===== config.mk =====
export PLATFORM = sky130hd
export DESIGN_NAME = bus_region_decoder
export DESIGN_NICKNAME = d
export VERILOG_FILES = /design/src/rtl/bus_dec_pkg.sv /design/src/rtl/bus_region_map.sv /design/src/rtl/bus_access_timer.sv /design/src/rtl/bus_open_latch.sv /design/src/rtl/bus_region_decoder.sv
export SDC_FILE = /design/constraint.sdc
export NUM_CORES = 1
export LEC_CHECK = 0
export BUFFER_PORTS_ARGS = -buffer_cell sky130_fd_sc_hd__buf_2
export CELL_PAD_IN_SITES_DETAIL_PLACEMENT = 1
export CELL_PAD_IN_SITES_GLOBAL_PLACEMENT = 1
export CORE_MARGIN = 5
export CORE_UTILIZATION = 38
export DETAILED_ROUTE_END_ITERATION = 10
export HOLD_SLACK_MARGIN = 0.08
export PLACE_DENSITY = 0.89
export SYNTH_ARGS = -nofsm -noshare
export SYNTH_HDL_FRONTEND = slang
export SYNTH_SLANG_ARGS = --single-unit

===== constraint.sdc =====
create_clock -name clk_i -period 1.95 [get_ports clk_i]
set_input_delay 0.195 -clock clk_i [delete_from_list [all_inputs] [get_ports clk_i]]
set_output_delay 0.195 -clock clk_i [all_outputs]
set_load 0.01 [all_outputs]

===== src/rtl/bus_dec_pkg.sv =====
package bus_dec_pkg;
  localparam int BANK_W = 8;
  localparam int OFFS_W = 16;
  localparam int SUB_W  = 8;

  typedef enum logic [1:0] {
    SPD_FAST  = 2'd0,
    SPD_SLOW  = 2'd1,
    SPD_XSLOW = 2'd2,
    SPD_ROM   = 2'd3   // fast or slow by the enable bit
  } spd_e;

  typedef struct packed {
    logic wram;
    logic cart;
    logic bbus;
    logic ireg;
    logic ppu;
    logic apu;
    logic wport;
  } sel_t;

  typedef struct packed {
    sel_t sel;
    spd_e spd;
  } dec_t;
endpackage


===== src/rtl/bus_region_map.sv =====
module bus_region_map
  import bus_dec_pkg::*;
(
  input  logic [BANK_W-1:0] bank_i,
  input  logic [OFFS_W-1:0] offs_i,
  output dec_t              dec_o
);
  logic sys_bank, hi_bank, wram_bank, sub_hit;
  logic [SUB_W-1:0] sub_addr;

  assign sys_bank  = ~bank_i[6];
  assign hi_bank   = bank_i[7];
  assign wram_bank = (bank_i[7:1] == 7'h3F);
  assign sub_addr  = offs_i[SUB_W-1:0];
  assign sub_hit   = sys_bank & (offs_i[15:8] == 8'h21);

  always_comb begin
    dec_o     = '0;
    dec_o.spd = SPD_SLOW;
    if (sys_bank) begin
      if (offs_i[15]) begin
        dec_o.sel.cart = 1'b1;
        dec_o.spd      = hi_bank ? SPD_ROM : SPD_SLOW;
      end else begin
        unique case (offs_i[14:13])
          2'b00: dec_o.sel.wram = 1'b1;
          2'b01: begin
            dec_o.spd      = SPD_FAST;
            dec_o.sel.bbus = sub_hit;
          end
          2'b10: begin
            if (offs_i[12:10] == 3'b000) begin
              dec_o.sel.ireg = 1'b1;
              dec_o.spd      = offs_i[9] ? SPD_FAST : SPD_XSLOW;
            end else begin
              dec_o.spd = SPD_FAST;
            end
          end
          default: dec_o.spd = SPD_SLOW;
        endcase
      end
    end else if (wram_bank) begin
      dec_o.sel.wram = 1'b1;
    end else begin
      dec_o.sel.cart = 1'b1;
      dec_o.spd      = hi_bank ? SPD_ROM : SPD_SLOW;
    end
    if (sub_hit) begin
      dec_o.sel.ppu   = (sub_addr[7:6] == 2'b00);
      dec_o.sel.apu   = (sub_addr[7:6] == 2'b01);
      dec_o.sel.wport = (sub_addr[7:2] == 6'b100000);
    end
  end
endmodule


===== src/rtl/bus_access_timer.sv =====
module bus_access_timer
  import bus_dec_pkg::*;
#(
  parameter int CYC_FAST  = 6,
  parameter int CYC_SLOW  = 8,
  parameter int CYC_XSLOW = 12,
  parameter int CYC_INT   = 6
) (
  input  logic clk_i,
  input  logic rst_ni,
  input  logic start_i,
  input  spd_e spd_i,
  input  logic rom_fast_i,
  input  logic int_i,
  output logic busy_o,
  output logic last_o
);
  localparam int MAX_A   = (CYC_FAST > CYC_SLOW) ? CYC_FAST : CYC_SLOW;
  localparam int MAX_B   = (CYC_XSLOW > CYC_INT) ? CYC_XSLOW : CYC_INT;
  localparam int CYC_MAX = (MAX_A > MAX_B) ? MAX_A : MAX_B;
  localparam int CNT_W   = $clog2(CYC_MAX + 1);

  logic [CNT_W-1:0] cnt_q, load;

  always_comb begin
    if (int_i) begin
      load = CNT_W'(CYC_INT);
    end else begin
      unique case (spd_i)
        SPD_FAST:  load = CNT_W'(CYC_FAST);
        SPD_XSLOW: load = CNT_W'(CYC_XSLOW);
        SPD_ROM:   load = rom_fast_i ? CNT_W'(CYC_FAST) : CNT_W'(CYC_SLOW);
        default:   load = CNT_W'(CYC_SLOW);
      endcase
    end
  end

  always_ff @(posedge clk_i or negedge rst_ni) begin
    if (!rst_ni)             cnt_q <= '0;
    else if (start_i)        cnt_q <= load;
    else if (cnt_q != '0)    cnt_q <= cnt_q - 1'b1;
  end

  assign busy_o = (cnt_q != '0);
  assign last_o = (cnt_q == CNT_W'(1));
endmodule


===== src/rtl/bus_open_latch.sv =====
module bus_open_latch #(
  parameter int DATA_W = 8
) (
  input  logic              clk_i,
  input  logic              rst_ni,
  input  logic              end_i,
  input  logic              int_i,
  input  logic              wr_i,
  input  logic [DATA_W-1:0] wdata_i,
  input  logic              rvalid_i,
  input  logic [DATA_W-1:0] rdata_i,
  output logic [DATA_W-1:0] q_o
);
  always_ff @(posedge clk_i or negedge rst_ni) begin
    if (!rst_ni) begin
      q_o <= '0;
    end else if (end_i && !int_i) begin
      if (wr_i)          q_o <= wdata_i;
      else if (rvalid_i) q_o <= rdata_i;
    end
  end
endmodule


===== src/rtl/bus_region_decoder.sv =====
module bus_region_decoder
  import bus_dec_pkg::*;
#(
  parameter int DATA_W    = 8,
  parameter int CYC_FAST  = 6,
  parameter int CYC_SLOW  = 8,
  parameter int CYC_XSLOW = 12,
  parameter int CYC_INT   = 6
) (
  input  logic              clk_i,
  input  logic              rst_ni,
  input  logic              req_i,
  input  logic [7:0]        bank_i,
  input  logic [15:0]       offs_i,
  input  logic              wr_i,
  input  logic              int_cyc_i,
  input  logic [DATA_W-1:0] wdata_i,
  input  logic              rvalid_i,
  input  logic [DATA_W-1:0] rdata_i,
  output logic              wram_sel_o,
  output logic              cart_sel_o,
  output logic              bbus_sel_o,
  output logic [7:0]        bbus_addr_o,
  output logic              ireg_sel_o,
  output logic              ppu_sel_o,
  output logic              apu_sel_o,
  output logic              wport_sel_o,
  output logic              done_o,
  output logic [DATA_W-1:0] rd_data_o
);
  localparam logic [OFFS_W-1:0] CTL_OFFS = 16'h420D;

  dec_t              dec_n;
  sel_t              sel_q, sel_act;
  logic [SUB_W-1:0]  sub_q;
  logic              wr_q, int_q, ctl_q;
  logic [DATA_W-1:0] wdata_q;
  logic              rom_fast_q;
  logic              busy, last, accept, ctl_hit;

  bus_region_map u_map (
    .bank_i (bank_i),
    .offs_i (offs_i),
    .dec_o  (dec_n)
  );

  assign accept  = req_i & ~busy;
  assign ctl_hit = ~bank_i[6] & (offs_i == CTL_OFFS);

  bus_access_timer #(
    .CYC_FAST  (CYC_FAST),
    .CYC_SLOW  (CYC_SLOW),
    .CYC_XSLOW (CYC_XSLOW),
    .CYC_INT   (CYC_INT)
  ) u_timer (
    .clk_i      (clk_i),
    .rst_ni     (rst_ni),
    .start_i    (accept),
    .spd_i      (dec_n.spd),
    .rom_fast_i (rom_fast_q),
    .int_i      (int_cyc_i),
    .busy_o     (busy),
    .last_o     (last)
  );

  always_ff @(posedge clk_i or negedge rst_ni) begin
    if (!rst_ni) begin
      sel_q   <= '0;
      sub_q   <= '0;
      wr_q    <= 1'b0;
      int_q   <= 1'b0;
      ctl_q   <= 1'b0;
      wdata_q <= '0;
    end else if (accept) begin
      sel_q   <= int_cyc_i ? '0 : dec_n.sel;
      sub_q   <= offs_i[SUB_W-1:0];
      wr_q    <= wr_i;
      int_q   <= int_cyc_i;
      ctl_q   <= ctl_hit;
      wdata_q <= wdata_i;
    end
  end

  // enable changes at the closing edge, so it cannot affect the access in flight
  always_ff @(posedge clk_i or negedge rst_ni) begin
    if (!rst_ni)                              rom_fast_q <= 1'b0;
    else if (last && wr_q && !int_q && ctl_q) rom_fast_q <= wdata_q[0];
  end

  bus_open_latch #(.DATA_W(DATA_W)) u_latch (
    .clk_i    (clk_i),
    .rst_ni   (rst_ni),
    .end_i    (last),
    .int_i    (int_q),
    .wr_i     (wr_q),
    .wdata_i  (wdata_q),
    .rvalid_i (rvalid_i),
    .rdata_i  (rdata_i),
    .q_o      (rd_data_o)
  );

  assign sel_act     = busy ? sel_q : '0;
  assign wram_sel_o  = sel_act.wram;
  assign cart_sel_o  = sel_act.cart;
  assign bbus_sel_o  = sel_act.bbus;
  assign ireg_sel_o  = sel_act.ireg;
  assign ppu_sel_o   = sel_act.ppu;
  assign apu_sel_o   = sel_act.apu;
  assign wport_sel_o = sel_act.wport;
  assign bbus_addr_o = sel_act.bbus ? sub_q : '0;
  assign done_o      = last;
endmodule


==> results by group, run 1 <==
Hold path
  • Hold Crit Class: in -> reg

Setup path
  • Max incr delay on CP: 0.41 ns
  • CP cell instances: inv_1, ha_4, nor2b_4, nand2b_4, and3_1, buf_2
  • Slowest-stage cell, CP: dfrtp_1
  • Kind of critical path: reg -> out
  • Flop2flop setup slack: between 0.1 and 0.15 ns
  • CP Launch Type: flip-flop
  • CP Capture Type: output port
  • WP data arrival: 1.66 ns
  • CP Buf/Inv Count: 2
  • Delay-heaviest family, CP: simple AND/OR/NAND/NOR gates
  • CP Max Fanout: 10
  • WP data required: about 1.8 ns

Placed design
  • Port Buffers: ~70
  • Gpl congestion: between 0.7 and 0.8
  • Dpl cells: 315
  • HPWL Detailed: 4240 um

Pwr
  • Worst vdd ir: around 0.54 mV
  • Power Dens Cells: approximately 1200 nW/um^2
  • Tot Pwr: ~3200 uW
  • Leak: 0.00137 uW

Finish
  • Fill cells: 590
  • Final cell count without fillers: 328
  • Final nets: just over 300
  • # diodes: 0
  • Layout cell share with drive strength beyond 1: about 44%
  • Synth-to-Final Area Change: 29.6%

Job
  • Max_cap viols: 0

Route
  • WL/cell: 17.3 um
  • DRC: 0
  • DR vias: about 1700
  • DRT Pass-1 Iters: 4
  • Vias/cell: around 5
  • Initial DRC count: about 70
  • Routed wire length: 5670 um
  • Remaining antenna violation count: 0

Timing
  • F_max: 540 MHz
  • Unrepaired setup endpoints after global routing: false
  • Worst hold slack: around 0.12 ns
  • Post-layout min period: roughly 1.9 ns
  • Final setup fails: 0
  • Pin slew with the least headroom to its limit: 0.529 ns
  • Pins Over Slew Limit: 0
  • Period utilisation layout: around 95%
  • Final number of hold-violating endpoints: 0
  • Slew headroom: 64.8%
  • Skew final: 0.00379 ns
  • Setup TNS Final: 0 ns

CTS
  • CTS Buf Count: 5
  • Clock buffer depth: 2
  • Clk slew on worst S/H paths: ~0.080 ns
  • Root buf cell: clkbuf_8
  • CTS tree: yes
  • CTS sink cnt: 39
  • H-tree depth: 2
  • Clock latency at the later pin of the worst-skew pair: approximately 0.29 ns

Yosys
  • Top-area cell type share of the netlist area: 47.8%
  • Top post-synthesis cells by area: dfrtp_1, mux2_4, mux2i_1
  • Area leader, netlist: dfrtp_1
  • Flops & latches, synth: 39
  • Post-synth EDFFs: 0
  • Asr flop ratio synth: 100%
  • Main flop type after synthesis: dfrtp_1
  • Warnings from Yosys: 0
  • Synthesized area: ~2000 sq um
  • Syn Inst Count: 178
  • Mean Syn Cell Area: around 11 sq um
  • Syn_nets: ~230
  • Synth cell types: 40
  • Sequential fraction of the synthesis area: between 40 and 50%

Global route
  • All-Layer GR Usage: roughly 17%
  • GR Overflow Total: 0
  • Largest net degree at the start of global routing: 40
  • First-pass GRT wire length: 9220 um
  • Antenna violations before repair: 0
  • Vias in the first global route: 1887

Floorplanning
  • Die width: 83.3 um
  • DIE HEIGHT: 83.3 um
  • # IOs: 70
  • Rows: 26
  • Die area: just under 7000 sq um
  • Core area: roughly 5200 sq um
  • Initial core utilization: 39.5%

Outcome
  • Status: complete, no violations
==> path summary, 6_finish.rpt <==
check	startpoint	to	cells past startpoint
max	u_timer.cnt_q[0]	bbus_addr_o[0]	6
min	wdata_i[2]	wdata_q[2]	2
max reg2reg	u_timer.cnt_q[0]	sub_q[7]	6
min reg2reg	sel_q[6]	sel_q[6]	2
max in group asynchronous	rst_ni	sel_q[4]	3
min in group asynchronous	rst_ni	u_latch.q_o[2]	3
==> worst register-to-register path: stages, from the launching register on <==
cell	delay, ns
dfrtp_1	0.41
inv_1	0.15
ha_4	0.18
nor3b_4	0.22
nand2_2	0.22
buf_12	0.22
mux2_4	0.29
==> placed cells by master (no fill, tap or decap), types with 2 or more instances in the layout <==
cell and n:
a21o_1 2, a21oi_1 10, a22oi_1 2, and3_1 8
buf_12 2, buf_2 68, buf_4 7, clkbuf_8 5
clkinvlp_4 2, dfrtp_1 39, ha_1 4, inv_1 5
mux2_2 3, mux2_4 15, mux2i_1 8, nand2_1 9
nand3_1 5, nand4_1 3, nand4b_1 3, nor2_1 13
nor2b_1 8, nor3_1 2, nor4b_1 3, o21ai_0 7
o31ai_1 2, or3_1 2
==> synth_stat cells (2+ instances only) <==
cell type,n
a21o_1,2
a21oi_1,10
a22oi_1,2
and3_1,8
buf_2,3
buf_6,3
dfrtp_1,39
ha_1,5
inv_1,5
mux2_2,3
mux2_4,15
mux2i_1,8
nand2_1,9
nand3_1,5
nand4_1,3
nand4b_1,3
nor2_1,13
nor2b_1,9
nor3_1,2
nor4b_1,3
o21ai_0,7
o31ai_1,2
or3_1,2
==> what timing repair did <==
item,CTS,global route
pin swaps,0,0
endpoints found under the hold margin,39,0
resized for setup,4,3
setup buffers,0,4
endpoints found under the setup margin,8,28
hold buffers,1,0
==> sequential cells by signal, summed over array words and instances (netlist names) <==
signal / flops
sel_q: 7
u_timer.cnt_q: 4
sub_q: 8
ctl_q: 1
rom_fast_q: 1
u_latch.q_o: 8
int_q: 1
wdata_q: 8
wr_q: 1
==> layout make-up <==
| type | count | area, sq um | share of cell area, % |
|---|---|---|---|
| inverter | 5 | 18.8 | 0.710 |
| timing repair buffer | 79 | 454 | 17.2 |
| clock buffer | 5 | 68.8 | 2.60 |
| clock inverter | 3 | 20.0 | 0.757 |
| multi-input combinational | 127 | 1020 | 38.6 |
| tap | 70 | 87.6 | 3.31 |
| sequential | 39 | 976 | 36.9 |
==> per-stage QoR <==
step                      area (sq um)  setup WS [ns]  utilization [%]
final                             2650         0.0996             51.1
after global routing              2650         0.0104             51.1
after CTS                         2600         0.0105             50.2
after detailed placement          2480          0.121             48.0
after global placement            2480          0.187             48.0
after floorplan                   2040          0.343                -
==> power by group <==
group | switching, uW | internal, uW | total (uW)
clock network | 301 | 249 | 550
logic | 525 | 722 | 1250
registers | 271 | 1130 | 1400
==> cell families (layout without fill, tap and decap cells) <==
kind of cell / count (synthesis) / after routing / share of synthesized area, %
and+or+nand+nor: 67 / 67 / 19.7
muxes: 26 / 26 / 16.6
DFF: 39 / 39 / 47.8
buffers and inverters: 12 / 92 / 3.56
adders and majority gates: 5 / 5 / 3.07
AOI/OAI and AO/OA: 29 / 29 / 9.20
==> per-layer routing <==
layer	global-route usage, %	part of all wire [%]	routed length (um)
met5	0	0	0
met1	19.1	42	2370
met3	4.06	3.2	179
met2	30.1	54	3030
met4	5.94	1.4	78
No activity file was read; power rests on OpenSTA's default activity.
==> run 2: changes to the inputs <==
Settings changed: CAP_MARGIN from default to 40, CORE_MARGIN 5 to default, SETUP_SLACK_MARGIN from default to 0.05.
==> results by group, run 2 (synthesized netlist as in run 1, its figures left out) <==
Setup path
  • Slowest-stage cell, CP: dfrtp_1 (unchanged)
  • Flop2flop setup slack: 0.28 ns (was 0.14 ns)
  • WP data arrival: 1.63 ns (was 1.66 ns)
  • WP data required: 1.75 ns (about the same)
  • Delay-heaviest family, CP: simple AND/OR/NAND/NOR gates (unchanged)
  • Max incr delay on CP: 0.40 ns (was 0.41 ns)
  • CP cell instances: inv_2, ha_4, nor2b_4, nand2b_4, and3_1, buf_2 (was inv_1, ha_4, nor2b_4, nand2b_4, and3_1, buf_2)
  • CP Buf/Inv Count: 2 (unchanged)
  • CP Max Fanout: 10 (unchanged)
  • Kind of critical path: reg -> out (unchanged)
  • CP Capture Type: output port (unchanged)
  • CP Launch Type: flip-flop (unchanged)

CTS
  • Clock buffer depth: 2 (unchanged)
  • Root buf cell: clkbuf_8 (unchanged)
  • CTS Buf Count: 5 (unchanged)
  • H-tree depth: 2 (unchanged)
  • CTS sink cnt: 39 (unchanged)
  • Clk slew on worst S/H paths: 0.08 ns (about the same)
  • CTS tree: yes (unchanged)
  • Clock latency at the later pin of the worst-skew pair: 0.30 ns (was 0.29 ns)

Floorplanning
  • Rows: 26 (unchanged)
  • DIE HEIGHT: 75.3 um (was 83.3 um)
  • Core area: 5140 sq um (was 5170 sq um)
  • # IOs: 70 (unchanged)
  • Die area: 5670 sq um (was 6940 sq um)
  • Die width: 75.3 um (was 83.3 um)
  • Initial core utilization: 39.7% (was 39.5%)

Global route
  • GR Overflow Total: 0 (unchanged)
  • Antenna violations before repair: 0 (unchanged)
  • Largest net degree at the start of global routing: 19 (was 40)
  • All-Layer GR Usage: 22.8% (was 16.7%)
  • Vias in the first global route: 1787 (was 1887)
  • First-pass GRT wire length: 9250 um (was 9220 um)

Finish
  • Multi-input logic area: 1020 sq um (unchanged)
  • Layout cell share with drive strength beyond 1: 44.4% (was 44.2%)
  • Most frequent cells in the layout: buf_2, dfrtp_1, mux2_4, nor2_1, a21oi_1 (unchanged)
  • Final nets: 307 (was 308)
  • Synth-to-Final Area Change: 28.4% (was 29.6%)
  • Biggest regs: sub_q: 8 flops, u_latch.q_o: 8 flops, wdata_q: 8 flops (unchanged)
  • FF+latch area: 976 sq um (unchanged)
  • Commonest non-fill, non-tap cell in the layout: buf_2 (unchanged)
  • Final cell count without fillers: 327 (was 328)
  • # diodes: 0 (unchanged)
  • Fill cells: 613 (was 590)

Route
  • Initial DRC count: 32 (was 71)
  • WL/cell: 17.1 um (was 17.3 um)
  • Routed wire length: 5610 um (was 5670 um)
  • DR vias: 1684 (was 1681)
  • Vias/cell: 5.15 (was 5.13)
  • Remaining antenna violation count: 0 (unchanged)
  • DRC: 0 (unchanged)
  • DRT Pass-1 Iters: 4 (unchanged)

Timing
  • Setup TNS Final: 0 ns (unchanged)
  • Skew final: 0.00481 ns (was 0.00379 ns)
  • Unrepaired setup endpoints after global routing: false (unchanged)
  • Period utilisation layout: 93.8% (was 94.9%)
  • Pin slew with the least headroom to its limit: 0.528 ns (was 0.529 ns)
  • Pins Over Slew Limit: 0 (unchanged)
  • Slew headroom: 64.8% (about the same)
  • F_max: 547 MHz (was 540 MHz)
  • Post-layout min period: 1.83 ns (was 1.85 ns)
  • Final number of hold-violating endpoints: 0 (unchanged)
  • Final setup fails: 0 (unchanged)

Pwr
  • Sw Share: 34.2% (was 34.3%)
  • Tot Pwr: 3180 uW (was 3200 uW)
  • P_sw: 1090 uW (was 1100 uW)
  • Int Pwr: 2090 uW (was 2100 uW)
  • Power Dens Cells: 1210 nW/um^2 (about the same)
  • Leak: 0.00136 uW (was 0.00137 uW)
  • Clock Power Share: 17.1% (was 17.2%)
  • Worst vdd ir: 0.507 mV (was 0.538 mV)
  • Combinational power share: 38.5% (was 39.0%)
  • Sequential Power Share: 44.3% (was 43.9%)

Outcome
  • Status: complete, no violations (unchanged)

Hold path
  • Hold Crit Class: in -> reg (unchanged)

Placed design
  • Gpl congestion: 0.834 (was 0.794)
  • Port Buffers: 68 (unchanged)
  • HPWL Detailed: 4060 um (was 4240 um)
  • Dpl cells: 315 (unchanged)

Job
  • Max_cap viols: 0 (unchanged)
-- run 2: worst reg2reg max path, cell delays in order (launching register included) --
cell and delay [ns]:
dfrtp_1 0.40, inv_2 0.10, ha_4 0.17, nor3b_4 0.25, nand2_2 0.11, buf_12 0.18
nor4_1 0.29, a21o_1 0.12
-- run 2: final timing paths --
| path | endpoint | cells past startpoint | start |
|---|---|---|---|
| worst min register to register | sub_q[6] | 2 | sub_q[6] |
| worst max register to register | ctl_q | 7 | u_timer.cnt_q[0] |
| worst max-delay path | bbus_addr_o[7] | 6 | u_timer.cnt_q[0] |
| min in group asynchronous | sub_q[0] | 2 | rst_ni |
| max in group asynchronous | sel_q[3] | 3 | rst_ni |
| worst min-delay path | sel_q[2] | 2 | offs_i[6] |
-- run 2: repair_timing --
item                       CTS  global route
gates resized for setup      7             2
setup endpoints to repair   16            15
setup buffers                0             3
hold buffers                 1             0
hold endpoints to repair    14             0
-- run 2: cell type report --
type	count	share of cell area, %
clock inverter	2	0.477
timing repair buffer	78	16.6
sequential	39	37.2
clock buffer	6	2.77
multi-input combinational	127	38.9
tap	70	3.34
inverter	5	0.716
-- run 2: stage by stage --
step	instance area (sq um)	hold WS, ns	setup slack, ns	utilization, %
2_1_floorplan	2040	-0.101	0.343	-
3_5_place_dp	2470	0.129	0.0882	48.1
4_1_cts	2600	0.107	0.0606	50.6
5_1_grt	2620	0.116	0.0507	51.0
6_report	2620	0.112	0.122	51.0
3_3_place_gp	2470	0.118	0.255	48.1
-- run 2: layer usage --
layer	GRT usage [%]	part of all wire [%]	wire, um
met4	8.44	2.0	110
met2	42.2	53	2980
met3	4.42	3.8	213
met1	25.8	41	2300
met5	0	0	0
-- run 2: power by group through the flow --
stage	clock network, uW	logic, uW	registers, uW
final	544	1220	1410
after CTS	558	1190	1410
after global placement	0	1050	1390
after floorplan	0	795	1350
after detailed placement	0	1120	1410
after global routing	580	1350	1460
==> run 3: changes to the inputs <==
Settings changed: CORE_ASPECT_RATIO from default to 0.8.
==> results by group, run 3 (synthesized netlist as in run 1, its figures left out) <==
Placed design
  • Dpl cells: 306 (was 315)
  • Placement Setup Slack: 0.104 ns (was 0.0882 ns)
  • DP Area: 2450 sq um (was 2470 sq um)
  • Gpl congestion: 0.829 (was 0.834)
  • HPWL Detailed: 4320 um (was 4060 um)
  • Port Buffers: 68 (unchanged)

CTS
  • Root buf cell: clkbuf_8 (unchanged)
  • Clock buffer depth: 2 (unchanged)
  • CTS Buf Count: 5 (unchanged)
  • Clock latency at the later pin of the worst-skew pair: 0.30 ns (about the same)
  • CTS sink cnt: 39 (unchanged)
  • Postcts setup bufs: 0 (unchanged)
  • H-tree depth: 2 (unchanged)
  • Clk slew on worst S/H paths: 0.08 ns (about the same)
  • CTS tree: yes (unchanged)

Global route
  • First-pass GRT wire length: 9450 um (was 9250 um)
  • GR Overflow Total: 0 (unchanged)
  • Largest net degree at the start of global routing: 21 (was 19)
  • Vias in the first global route: 1884 (was 1787)
  • All-Layer GR Usage: 22.7% (was 22.8%)
  • Antenna violations before repair: 0 (unchanged)

Outcome
  • Failing checks: DRC
  • Status: complete, but fails checks (was complete, no violations)

Setup path
  • Slowest-stage cell, CP: dfrtp_1 (unchanged)
  • CP cell instances: inv_2, ha_4, nor2b_4, nand2b_4, and3_1, buf_2 (unchanged)
  • WP data required: 1.75 ns (about the same)
  • WP data arrival: 1.61 ns (was 1.63 ns)
  • Delay-heaviest family, CP: simple AND/OR/NAND/NOR gates (unchanged)
  • Flop2flop setup slack: 0.16 ns (was 0.28 ns)
  • Max incr delay on CP: 0.42 ns (was 0.40 ns)
  • CP Max Fanout: 10 (unchanged)
  • CP Launch Type: flip-flop (unchanged)
  • CP Capture Type: output port (unchanged)
  • CP Buf/Inv Count: 2 (unchanged)
  • Kind of critical path: reg -> out (unchanged)

Timing
  • Post-layout min period: 1.81 ns (was 1.83 ns)
  • F_max: 554 MHz (was 547 MHz)
  • Pins Over Slew Limit: 0 (unchanged)
  • Skew final: 0.00680 ns (was 0.00481 ns)
  • Setup TNS Final: 0 ns (unchanged)
  • Final number of hold-violating endpoints: 0 (unchanged)
  • Final setup fails: 0 (unchanged)
  • Pin slew with the least headroom to its limit: 0.579 ns (was 0.528 ns)
  • Min setup slack post-route: 0.145 ns (was 0.122 ns)
  • Unrepaired setup endpoints after global routing: false (unchanged)
  • Period utilisation layout: 92.6% (was 93.8%)
  • Slew headroom: 61.4% (was 64.8%)

Floorplanning
  • Rows: 23 (was 26)
  • Initial core utilization: 40.1% (was 39.7%)
  • Core area: 5090 sq um (was 5140 sq um)
  • Die area: 5670 sq um (about the same)
  • Die width: 83.9 um (was 75.3 um)
  • # IOs: 70 (unchanged)
  • DIE HEIGHT: 67.5 um (was 75.3 um)

Hold path
  • Hold Crit Class: in -> reg (unchanged)

Pwr
  • Sequential Power Share: 43.5% (was 44.3%)
  • Tot Pwr: 3270 uW (was 3180 uW)
  • Leak: 0.00135 uW (was 0.00136 uW)
  • Clock Power Share: 20.4% (was 17.1%)
  • Power Dens Cells: 1260 nW/um^2 (was 1210 nW/um^2)
  • P_sw: 1090 uW (about the same)
  • Worst vdd ir: 0.780 mV (was 0.507 mV)
  • Int Pwr: 2180 uW (was 2090 uW)
  • Sw Share: 33.4% (was 34.2%)
  • Combinational power share: 36.1% (was 38.5%)

Finish
  • Biggest regs: sub_q: 8 flops, u_latch.q_o: 8 flops, wdata_q: 8 flops (unchanged)
  • Final instance area: 2600 sq um (was 2620 sq um)
  • Final nets: 303 (was 307)
  • Layout cell share with drive strength beyond 1: 43.7% (was 44.4%)
  • # diodes: 0 (unchanged)
  • Commonest non-fill, non-tap cell in the layout: buf_2 (unchanged)
  • Most frequent cells in the layout: buf_2, dfrtp_1, mux2_4, nor2_1, a21oi_1 (unchanged)
  • Synth-to-Final Area Change: 27.5% (was 28.4%)
  • Final cell count without fillers: 314 (was 327)

Route
  • DRC: 4 (was 0)
  • DR vias: 1680 (was 1684)
  • WL/cell: 18.4 um (was 17.1 um)
  • Vias/cell: 5.35 (was 5.15)
  • Initial DRC count: 72 (was 32)
  • Remaining antenna violation count: 0 (unchanged)
  • DRT Pass-1 Iters: 7 (was 4)
  • Routed wire length: 5780 um (was 5610 um)

Job
  • Max_cap viols: 0 (unchanged)
run 3: cell count changes in the layout (fill, tap and decap cells not counted), sizes merged:
cell / before / now
clkbuf: 6 / 5
bufinv: 0 / 1
clkinv: 1 / 0
buf: 77 / 73
run 3: layout make-up:
| cell class | instances | area [sq um] |
|---|---|---|
| Clock buffer | 5 | 68.8 |
| Clock inverter | 2 | 37.5 |
| Fill cell | 573 | 2490 |
| Inverter | 5 | 18.8 |
| Multi-Input combinational cell | 127 | 1020 |
| Sequential cell | 39 | 976 |
| Tap cell | 62 | 77.6 |
| Timing Repair Buffer | 74 | 404 |
run 3: path summary, 6_finish.rpt:
path,start,to,cells after the start
worst min register to register,sel_q[5],sel_q[5],2
worst max-delay path,u_timer.cnt_q[0],bbus_addr_o[7],6
worst max register to register,u_timer.cnt_q[0],wdata_q[4],6
max in group asynchronous,rst_ni,sub_q[2],3
worst min-delay path,wr_i,wr_q,2
min in group asynchronous,rst_ni,wr_q,2
run 3: power by group through the flow:
stage / Sequential (uW) / Clock (uW) / Combinational [uW]
after global placement: 1390 / 0 / 1050
after detailed placement: 1420 / 0 / 1120
after global routing: 1470 / 717 / 1300
after CTS: 1420 / 681 / 1170
final: 1420 / 666 / 1180
after floorplan: 1350 / 0 / 795
run 3: routing by layer:
| layer | part of all wire [%] | vias up | GRT usage (%) |
|---|---|---|---|
| met5 | 0 | - | 0 |
| met4 | 2.8 | 0 | 12.1 |
| met3 | 4.7 | 13 | 5.62 |
| met2 | 49 | 51 | 39.1 |
| met1 | 43 | 831 | 26.8 |
| li1 | - | 785 | - |
run 3: what timing repair did:
action,4_1_cts,5_1_grt
setup endpoints to repair,15,35
cloned,0,0
pin swaps,0,0
hold endpoints to repair,18,0
hold buffers,1,0
resized for setup,6,3
run 3: through the flow:
stage,hold WS [ns],utilization [%]
3_5_place_dp,0.181,48.2
6_report,0.119,51.1
4_1_cts,0.111,50.9
3_3_place_gp,0.174,48.2
5_1_grt,0.112,51.1
2_1_floorplan,-0.101,-
